<file path="config.mk">
export PLATFORM = sky130hd
export DESIGN_NAME = sbus_csr_regs
export DESIGN_NICKNAME = d
export VERILOG_FILES = /design/src/rtl/sbus_csr_pkg.sv /design/src/rtl/sbus_csr_state.sv /design/src/rtl/sbus_csr_timeout.sv /design/src/rtl/sbus_csr_rdmux.sv /design/src/rtl/sbus_csr_regs.sv
export SDC_FILE = /design/constraint.sdc
export NUM_CORES = 1
export LEC_CHECK = 0
export ABC_CLOCK_PERIOD_IN_PS = 5750
export BUFFER_PORTS_ARGS = -buffer_cell sky130_fd_sc_hd__buf_2
export CELL_PAD_IN_SITES_DETAIL_PLACEMENT = 0
export CELL_PAD_IN_SITES_GLOBAL_PLACEMENT = 2
export CORE_ASPECT_RATIO = 0.75
export CORE_MARGIN = 4
export CORE_UTILIZATION = 29
export DETAILED_ROUTE_END_ITERATION = 7
export PLACE_DENSITY_LB_ADDON = 0.1
export SETUP_SLACK_MARGIN = 0.5
export SYNTH_ARGS = -nofsm -noshare
export SYNTH_HDL_FRONTEND = slang
export SYNTH_SLANG_ARGS = --single-unit
</file>
<file path="constraint.sdc">
create_clock -name clk -period 5.75 [get_ports clk]
set_clock_uncertainty 0.1 [all_clocks]
set_input_delay 0.575 -clock clk [delete_from_list [all_inputs] [get_ports clk]]
set_output_delay 0.575 -clock clk [all_outputs]
set_load 0.02 [all_outputs]
</file>
<file path="src/rtl/sbus_csr_pkg.sv">
package sbus_csr_pkg;

    localparam int DATA_W     = 32;
    localparam int SEL_W      = 2;
    localparam int BIT_CMSTR  = 8;
    localparam int BIT_DREQ   = 9;
    localparam int BIT_ABDIC  = 10;
    localparam logic [DATA_W-1:0] NODE_CAP_WORD = 32'h0000_83C0;

    typedef enum logic [SEL_W-1:0] {
        SEL_STATE = 2'd0,
        SEL_TO_HI = 2'd1,
        SEL_TO_LO = 2'd2,
        SEL_CAP   = 2'd3
    } csr_sel_e;

    typedef struct packed {
        logic abdicate;
        logic dreq;
        logic cmstr;
    } state_bits_t;

    function automatic state_bits_t mask_to_bits(input logic [DATA_W-1:0] m);
        state_bits_t b;
        b.abdicate = m[BIT_ABDIC];
        b.dreq     = m[BIT_DREQ];
        b.cmstr    = m[BIT_CMSTR];
        return b;
    endfunction

    function automatic logic [DATA_W-1:0] bits_to_word(input state_bits_t b);
        logic [DATA_W-1:0] w;
        w            = '0;
        w[BIT_ABDIC] = b.abdicate;
        w[BIT_DREQ]  = b.dreq;
        w[BIT_CMSTR] = b.cmstr;
        return w;
    endfunction

endpackage

</file>
<file path="src/rtl/sbus_csr_state.sv">
module sbus_csr_state
    import sbus_csr_pkg::*;
(
    input  logic        clk,
    input  logic        rst,
    input  state_bits_t set_m,
    input  state_bits_t clr_m,
    input  logic        bus_reset,
    input  logic        is_root,
    input  logic        cm_capable,
    output state_bits_t st,
    output logic        cyc_start_en
);

    state_bits_t st_q;
    logic        was_root_q;
    logic        cs_en_q;

    always_ff @(posedge clk) begin
        if (rst) begin
            st_q       <= '0;
            was_root_q <= 1'b0;
            cs_en_q    <= 1'b0;
        end else if (bus_reset) begin
            st_q.abdicate <= 1'b0;
            if (!is_root) begin
                was_root_q <= 1'b0;
                st_q.cmstr <= 1'b0;
            end else if (!was_root_q) begin
                was_root_q <= 1'b1;
                st_q.cmstr <= cm_capable;
                cs_en_q    <= cm_capable;
            end
        end else begin
            st_q <= (st_q | set_m) & ~clr_m;
            if (is_root && clr_m.cmstr)
                cs_en_q <= 1'b0;
            else if (is_root && set_m.cmstr)
                cs_en_q <= 1'b1;
        end
    end

    assign st           = st_q;
    assign cyc_start_en = cs_en_q;

    // clear takes priority over set for the same bit
    p_clear_wins_r5: assert property (@(posedge clk) disable iff (rst)
        (!bus_reset && set_m.dreq && clr_m.dreq) |=> !st_q.dreq);

    // with the node not root, commands never move the enable
    p_cs_nonroot_r6: assert property (@(posedge clk) disable iff (rst)
        (!bus_reset && !is_root) |=> $stable(cs_en_q));

    // bus reset always drops abdicate
    p_abdic_r7: assert property (@(posedge clk) disable iff (rst)
        bus_reset |=> !st_q.abdicate);

    // non-root bus reset clears cmstr and was_root, keeps the enable
    p_nonroot_r7: assert property (@(posedge clk) disable iff (rst)
        (bus_reset && !is_root) |=> (!st_q.cmstr && !was_root_q && $stable(cs_en_q)));

    // new root follows capability
    p_newroot_r8: assert property (@(posedge clk) disable iff (rst)
        (bus_reset && is_root && !was_root_q) |=>
        (was_root_q && st_q.cmstr == $past(cm_capable) && cs_en_q == $past(cm_capable)));

    // continuing root keeps cmstr and the enable
    p_keeproot_r9: assert property (@(posedge clk) disable iff (rst)
        (bus_reset && is_root && was_root_q) |=> ($stable(st_q.cmstr) && $stable(cs_en_q)));

endmodule

</file>
<file path="src/rtl/sbus_csr_timeout.sv">
module sbus_csr_timeout #(
    parameter int HI_W        = 3,
    parameter int LO_W        = 13,
    parameter int CYC_PER_SEC = 8000,
    parameter int LO_MIN      = 800,
    parameter int LO_MAX      = 7999,
    parameter int LO_DEFAULT  = 800,
    parameter int CNT_W       = 16,
    parameter int DATA_W      = 32
) (
    input  logic              clk,
    input  logic              rst,
    input  logic              hi_wr,
    input  logic              lo_wr,
    input  logic [DATA_W-1:0] wdata,
    output logic [HI_W-1:0]   hi_val,
    output logic [LO_W-1:0]   lo_val,
    output logic [CNT_W-1:0]  count
);

    localparam int LO_SHIFT = DATA_W - LO_W;
    localparam logic [LO_W-1:0]  LO_MIN_V = LO_W'(LO_MIN);
    localparam logic [LO_W-1:0]  LO_MAX_V = LO_W'(LO_MAX);
    localparam logic [LO_W-1:0]  LO_DEF_V = LO_W'(LO_DEFAULT);
    localparam logic [CNT_W-1:0] CYC_V    = CNT_W'(CYC_PER_SEC);

    logic [HI_W-1:0]  hi_q, hi_d;
    logic [LO_W-1:0]  lo_q, lo_d, lo_field, lo_clamped;
    logic [CNT_W-1:0] cnt_q, cnt_d;

    always_comb begin
        lo_field = wdata[DATA_W-1:LO_SHIFT];
        if (lo_field < LO_MIN_V)
            lo_clamped = LO_MIN_V;
        else if (lo_field > LO_MAX_V)
            lo_clamped = LO_MAX_V;
        else
            lo_clamped = lo_field;
        hi_d  = hi_wr ? wdata[HI_W-1:0] : hi_q;
        lo_d  = lo_wr ? lo_clamped : lo_q;
        cnt_d = CNT_W'(hi_d) * CYC_V + CNT_W'(lo_d);
    end

    always_ff @(posedge clk) begin
        if (rst) begin
            hi_q  <= '0;
            lo_q  <= LO_DEF_V;
            cnt_q <= CNT_W'(LO_DEFAULT);
        end else if (hi_wr || lo_wr) begin
            hi_q  <= hi_d;
            lo_q  <= lo_d;
            cnt_q <= cnt_d;
        end
    end

    assign hi_val = hi_q;
    assign lo_val = lo_q;
    assign count  = cnt_q;

    // high register takes the low bits of the write
    p_hi_wr_r1: assert property (@(posedge clk) disable iff (rst)
        hi_wr |=> (hi_q == $past(wdata[HI_W-1:0])));

    // stored low field always inside the clamp window
    p_lo_range_r2: assert property (@(posedge clk) disable iff (rst)
        lo_wr |=> (lo_q >= LO_MIN_V && lo_q <= LO_MAX_V));

    // count only moves on a timeout write
    p_cnt_hold_r4: assert property (@(posedge clk) disable iff (rst)
        (!hi_wr && !lo_wr) |=> $stable(count));

endmodule

</file>
<file path="src/rtl/sbus_csr_rdmux.sv">
module sbus_csr_rdmux
    import sbus_csr_pkg::*;
#(
    parameter int HI_W = 3,
    parameter int LO_W = 13
) (
    input  logic              rd_en,
    input  csr_sel_e          sel,
    input  state_bits_t       st,
    input  logic [HI_W-1:0]   hi_val,
    input  logic [LO_W-1:0]   lo_val,
    output logic [DATA_W-1:0] rdata
);

    localparam int LO_SHIFT = DATA_W - LO_W;

    always_comb begin
        rdata = '0;
        if (rd_en) begin
            unique case (sel)
                SEL_STATE: rdata = bits_to_word(st);
                SEL_TO_HI: rdata = DATA_W'(hi_val);
                SEL_TO_LO: rdata = {lo_val, {LO_SHIFT{1'b0}}};
                SEL_CAP:   rdata = NODE_CAP_WORD;
                default:   rdata = '0;
            endcase
        end
    end

endmodule

</file>
<file path="src/rtl/sbus_csr_regs.sv">
module sbus_csr_regs
    import sbus_csr_pkg::*;
#(
    parameter int HI_W        = 3,
    parameter int LO_W        = 13,
    parameter int CYC_PER_SEC = 8000,
    parameter int LO_MIN      = 800,
    parameter int LO_MAX      = 7999,
    parameter int LO_DEFAULT  = 800,
    parameter int CNT_W       = 16
) (
    input  logic        clk,
    input  logic        rst,
    input  logic [1:0]  addr,
    input  logic        rd_en,
    input  logic        wr_en,
    input  logic        set_en,
    input  logic        clr_en,
    input  logic [31:0] wdata,
    output logic [31:0] rdata,
    input  logic        bus_reset,
    input  logic        is_root,
    input  logic        cm_capable,
    output logic        cyc_start_en,
    output logic [15:0] split_timeout
);

    localparam int LO_SHIFT = DATA_W - LO_W;

    csr_sel_e        sel;
    state_bits_t     set_m, clr_m, st;
    logic            hi_wr, lo_wr;
    logic [HI_W-1:0] hi_val;
    logic [LO_W-1:0] lo_val;

    always_comb begin
        sel   = csr_sel_e'(addr);
        set_m = (set_en && sel == SEL_STATE) ? mask_to_bits(wdata) : '0;
        clr_m = (clr_en && sel == SEL_STATE) ? mask_to_bits(wdata) : '0;
        hi_wr = wr_en && (sel == SEL_TO_HI);
        lo_wr = wr_en && (sel == SEL_TO_LO);
    end

    sbus_csr_state u_state (
        .clk          (clk),
        .rst          (rst),
        .set_m        (set_m),
        .clr_m        (clr_m),
        .bus_reset    (bus_reset),
        .is_root      (is_root),
        .cm_capable   (cm_capable),
        .st           (st),
        .cyc_start_en (cyc_start_en)
    );

    sbus_csr_timeout #(
        .HI_W        (HI_W),
        .LO_W        (LO_W),
        .CYC_PER_SEC (CYC_PER_SEC),
        .LO_MIN      (LO_MIN),
        .LO_MAX      (LO_MAX),
        .LO_DEFAULT  (LO_DEFAULT),
        .CNT_W       (CNT_W),
        .DATA_W      (DATA_W)
    ) u_timeout (
        .clk    (clk),
        .rst    (rst),
        .hi_wr  (hi_wr),
        .lo_wr  (lo_wr),
        .wdata  (wdata),
        .hi_val (hi_val),
        .lo_val (lo_val),
        .count  (split_timeout)
    );

    sbus_csr_rdmux #(
        .HI_W (HI_W),
        .LO_W (LO_W)
    ) u_rdmux (
        .rd_en  (rd_en),
        .sel    (sel),
        .st     (st),
        .hi_val (hi_val),
        .lo_val (lo_val),
        .rdata  (rdata)
    );

    // low-word reads never carry data below the field
    p_lo_read_r3: assert property (@(posedge clk) disable iff (rst)
        (rd_en && sel == SEL_TO_LO) |-> (rdata[LO_SHIFT-1:0] == '0));

    // state reads expose only the three supported bits
    p_state_bits_r5: assert property (@(posedge clk) disable iff (rst)
        (rd_en && sel == SEL_STATE) |-> ((rdata & ~32'h0000_0700) == '0));

    // capabilities word is constant
    p_cap_r10: assert property (@(posedge clk) disable iff (rst)
        (rd_en && sel == SEL_CAP) |-> (rdata == 32'h0000_83C0));

endmodule

</file>
After elaboration in Yosys (flattened, before gate mapping) --
Index checks and enable logic that the tools add are counted. Widths: inputs -> output; s select.
Word-level totals: register bits after elaboration 37, word-level logic and storage cells 48
Cells by class: add/sub/neg operators 1, multiply operators 1, magnitude comparators 2, eq/ne operators 6, mux-type cells 16, bitwise operators 3, reductions and logical operators 11
Operators with widths (count):
- $pmux 32 s4 | 1
- $mux 13 | 3
- $mux 32 | 1
- $add 16x13->16 | 1
- $gt 13x13->1 const B | 1
- $lt 13x10->1 const B | 1
- $mul 3x7->10 const B | 1
- $mux 3 | 3
- $mux 1 | 8
- $logic_and 1x1->1 | 6
- $eq 2x2->1 const B | 2
- $and 3x3->3 | 1
- $ne 3x3->1 const B | 1
- $not 3->3 | 1
- $or 3x3->3 | 1
- $reduce_and 3->1 | 1
- $reduce_bool 3->1 | 1
- $eq 2x1->1 const B | 1
- $logic_not 2->1 | 1
- $ne 2x1->1 const B | 1
- $ne 2x2->1 const B | 1
- $reduce_or 2->1 | 1
- $logic_or 1x1->1 | 1

Longest topological paths before layout --
depth after elaboration 7, depth in mapped cells 18

Modules after synthesis --
A second synthesis with hierarchy kept.
Second synthesis, totals: cells, all modules 271, area, all modules 2327.2 um^2
By module, submodules not included:
- sbus_csr_timeout | instances 1, cells an instance 202, area each 1737.9 um^2, sequential area each 520.5 um^2
- sbus_csr_rdmux | instances 1, cells an instance 37, area each 280.3 um^2, sequential area each 0.0 um^2
- sbus_csr_state | instances 1, cells an instance 24, area each 214.0 um^2, sequential area each 100.1 um^2
- sbus_csr_regs | instances 1, cells an instance 8, area each 95.1 um^2, sequential area each 0.0 um^2

Worst setup path after synthesis --
Ideal clock, no wire load.
kind in2reg, start in addr[0], end reg u_timeout.cnt_q[13], in the netlist u_timeout.count[13], library setup time 0.086 ns, arrival time 3.866 ns, setup slack 1.699 ns, stages 17, cells stage by stage buf_2 nand3b_4 mux2i_1 inv_1 ha_1 inv_1 ha_1 inv_1 fa_1 fa_1 inv_1 ha_1 o21ai_0 nand2b_1 o31ai_1 xor2_1 a211oi_1
On the way: longest elaborated chain between the ends 5, elaborated cells on any way between the ends 9
RTL lines:
- start, declared | RTL line sbus_csr_regs.sv:14 | input logic [1:0] addr,
- $eq 2x1->1 | RTL line sbus_csr_regs.sv:40 | hi_wr = wr_en && (sel == SEL_TO_HI);
- $logic_and 1x1->1 | RTL line sbus_csr_regs.sv:40
- $mux 3 | RTL line sbus_csr_timeout.sv:39 | hi_d = hi_wr ? wdata[HI_W-1:0] : hi_q;
- net u_timeout.hi_d[2] | RTL line sbus_csr_timeout.sv:27 | logic [HI_W-1:0] hi_q, hi_d;
- $mul 3x7->10 | RTL line sbus_csr_timeout.sv:41 | cnt_d = CNT_W'(hi_d) * CYC_V + CNT_W'(lo_d);
- $add 16x13->16 | RTL line sbus_csr_timeout.sv:41
- end signal, assigned | RTL line sbus_csr_timeout.sv:48 | cnt_q <= CNT_W'(LO_DEFAULT);
- end signal, assigned | RTL line sbus_csr_timeout.sv:52 | cnt_q <= cnt_d;
- end, declared | RTL line sbus_csr_timeout.sv:29 | logic [CNT_W-1:0] cnt_q, cnt_d;
The timed path passes the listed nets, and every way through them passes these cells. A chain may end at the register's enable or synchronous reset.

Worst setup path after layout --
start in addr[1], end reg u_timeout.cnt_q[15], in the netlist u_timeout.count[15]
Same word-level chain as after synthesis.

==> qor.tcl <==
set qor(run_status) {completed}
set qor(cts_num_sinks) 31
set qor(placement_rows) 27
set qor(average_routed_wire_per_standard_cell_um) 14.7
set qor(report.final.slew_viol_count) 0
set qor(pd_cells_mw_per_mm2) 220
set qor(worstPathMaxFanout) 8
set qor(final_cells) 427
set qor(hpwl_mm) 4.84
set qor(drc) 0
set qor(post-place-ws_ps) 1270
set qor(num_antenna_cells) 0
set qor(core_mm2) 0.00740
set qor(count_leader_synth) {dfxtp_1}
set qor(worstSetupPathType) {primary input to flip-flop}
set qor(cts_root_buffer) {clkbuf_8}
set qor(vdd_drop_max_v) 0.0000781
set qor(detail-route-antenna-nets) 0
set qor(clk_pin_slew_worst_paths_ps) 70
set qor(cts_tree) {done}
set qor(synth_edf_count) 0
set qor(ys_ff_latch) 31
set qor(dominantRegCellSynth) {dfxtp_1}
set qor(fraction_of_the_yosys_area_taken_by_sequential_cells_pct) 27.9
set qor(post_drt_via_cell_ratio) 4.77
set qor(finalCriticalPeriod_ps) 4170
set qor(design_area_mm2) 0.00265
set qor(gr_util_met2_pct) 19.7
set qor(die-height_um) 83.9
set qor(yosysTopAreaCell) {dfxtp_1}
set qor(syn_area_mm2) 0.00223
set qor(ff2ff_path_depth) 15
set qor(use_met3_pct) 3.56
set qor(synthTopCellsByArea) {dfxtp_1 (28%), ha_1 (7.9%), buf_4 (6.1%)}
set qor(setup.worst_path.start_class) {primary input}
set qor(first_global_vias) 1963
set qor(hold-worst-slack_ps) 354
set qor(synth_cell_type_count) 58
set qor(initial_util_pct) 30.1
set qor(finalSetupViolations) 0
set qor(placed_cells_incl_taps) 419
set qor(cap_violations) 0
set qor(hp-class) {flip-flop to flip-flop}
set qor(cts_buffers) 5
set qor(syn_avg_cell_area_um2) 8.27
set qor(dr.first_iter.drc_count) 72
set qor(ctsHtreeMaxLevel) 2
set qor(routed_wl_mm) 6.28
set qor(grt_max_degree) 34
set qor(whs_path_depth) 2
set qor(rsz0062_at_grt) {no}
set qor(grt_use_total_pct) 13.8
set qor(use_met1_pct) 20.7
set qor(die_x_um) 109
set qor(worst-slew-pin-transition_ps) 626
set qor(power_leakage_nw) 1.33
set qor(crit_arrival_ps) 4210
set qor(grt_first_pass_wirelength_mm) 9.97
set qor(yosys-top-cells-count) {dfxtp_1 (31), nand2_1 (27), and3_1 (20)}
set qor(antenna_violations_before_repair) 0
set qor(worstSkewPairLatency_ps) 280
set qor(post_cts_hold_buffer_count) 0
set qor(endpoint_kind) {flip-flop}
set qor(cts.repair.resized) 0
set qor(final_nets) 385
set qor(slew_headroom_pct) 58.3
set qor(hold_viol) 0
set qor(synth.top_cell.area_share_pct) 27.9
set qor(finalWorstSetupSlack_ps) 1580
set qor(finalCritPeriodShare_pct) 72.4
set qor(grt.overflow.total) 0
set qor(cp.required_ps) 5800
set qor(post_synth_inst_count) 269
set qor(layout-area-overhead-vs-synth_pct) 19.0
set qor(route.vias.total) 2035
set qor(cts-root-to-sink-buffers) 2
set qor(synth_warnings) 0
set qor(drt-pass1-iter-count) 4
set qor(setup_tns_ps) 0
set qor(busiest_layer) {met1}
set qor(share_of_layout_cells_above_drive_strength_1_pct) 27.9
set qor(place_area_mm2) 0.00255
set qor(gp_congestion) 0.762
set qor(async_reset_ff_share_pct) 0
set qor(cts_setup_buffers) 0
set qor(floorplan.die_area_mm2) 0.00916
set qor(ioPinCount) 92
set qor(timing.fmax_mhz) 240
set qor(number_of_i_o_port_buffers) 68
## cell usage in the layout, fill, tap and decap left out, types with 3 or more instances in the layout
cell,count
a211o_1,3
mux2i_1,3
nor2_1,16
inv_1,14
buf_2,68
nand2_1,27
xnor2_1,5
and3_1,20
xor2_1,4
clkbuf_8,7
a22o_1,3
a31oi_1,3
conb_1,10
nand3_1,3
dfxtp_1,31
fa_1,3
nor2b_1,7
o211ai_1,3
nand2b_1,4
a211oi_1,5
ha_1,14
o21ai_0,11
a21oi_1,19
or2_2,3
## area by class of cell
class	count	area [µm²]
multi-input combinational	205	1410
tap	101	126
timing repair buffer	68	340
fill	799	4750
inverter	14	52.6
clock buffer	8	100
sequential	31	621
## through the flow
| step | utilization, % | power [mW] |
|---|---|---|
| after CTS | 35.8 | 0.590 |
| after global routing | 35.8 | 0.617 |
| after detailed placement | 34.4 | 0.390 |
| final | 35.8 | 0.582 |
| after floorplan | - | 0.352 |
| after global placement | 34.4 | 0.392 |
## critical path, cell delays in order
cell and delay (ps):
buf_2 150, nand3b_4 200, mux2i_1 400, inv_1 90
ha_1 280, inv_1 50, ha_1 310, inv_1 100
fa_1 480, fa_1 490, inv_1 40, ha_1 330
o21ai_0 90, nand2b_1 90, o31ai_1 130, o221ai_1 260
o311ai_2 140
## flip-flops by register name, indices dropped and copies added, names as in the netlist
| name | cells |
|---|---|
| u_timeout.count | 16 |
| u_state.st | 3 |
| u_timeout.hi_val | 3 |
| u_state.was_root_q | 1 |
| u_timeout.lo_val | 7 |
| u_state.cyc_start_en | 1 |
## logic make-up after synthesis
group / after synthesis / synth area share, %
and+or+nand+nor: 96 / 23.5
AOI/OAI and AO/OA: 69 / 22.1
buffers and inverters: 42 / 10.3
DFF: 31 / 27.9
adders and majority gates: 17 / 10.6
xor gates and xnor gates: 9 / 3.54
muxes: 4 / 1.85
other: 1 / 0.168
## where the power goes
group          internal, mW  switching, mW
Combinational        0.0592         0.0967
Sequential            0.225        0.00520
Clock                 0.109         0.0863
Total                 0.393          0.188
## final timing paths
kind / slack, ps / endpoint / start
worst max-delay path: 1580 / u_timeout.count[15] / addr[1]
worst min-delay path: 350 / u_timeout.count[11] / u_timeout.count[11]
worst max register to register: 1960 / u_timeout.count[15] / u_timeout.hi_val[2]
worst min register to register: 350 / u_timeout.count[11] / u_timeout.count[11]
## per-layer routing
metal | wire length [µm] | vias to the layer above
li1 | - | 1047
met1 | 3340 | 925
met4 | 42 | 0
met2 | 2470 | 58
met5 | 0 | -
met3 | 419 | 5
Note: power is estimated with default switching activity, not from simulation.
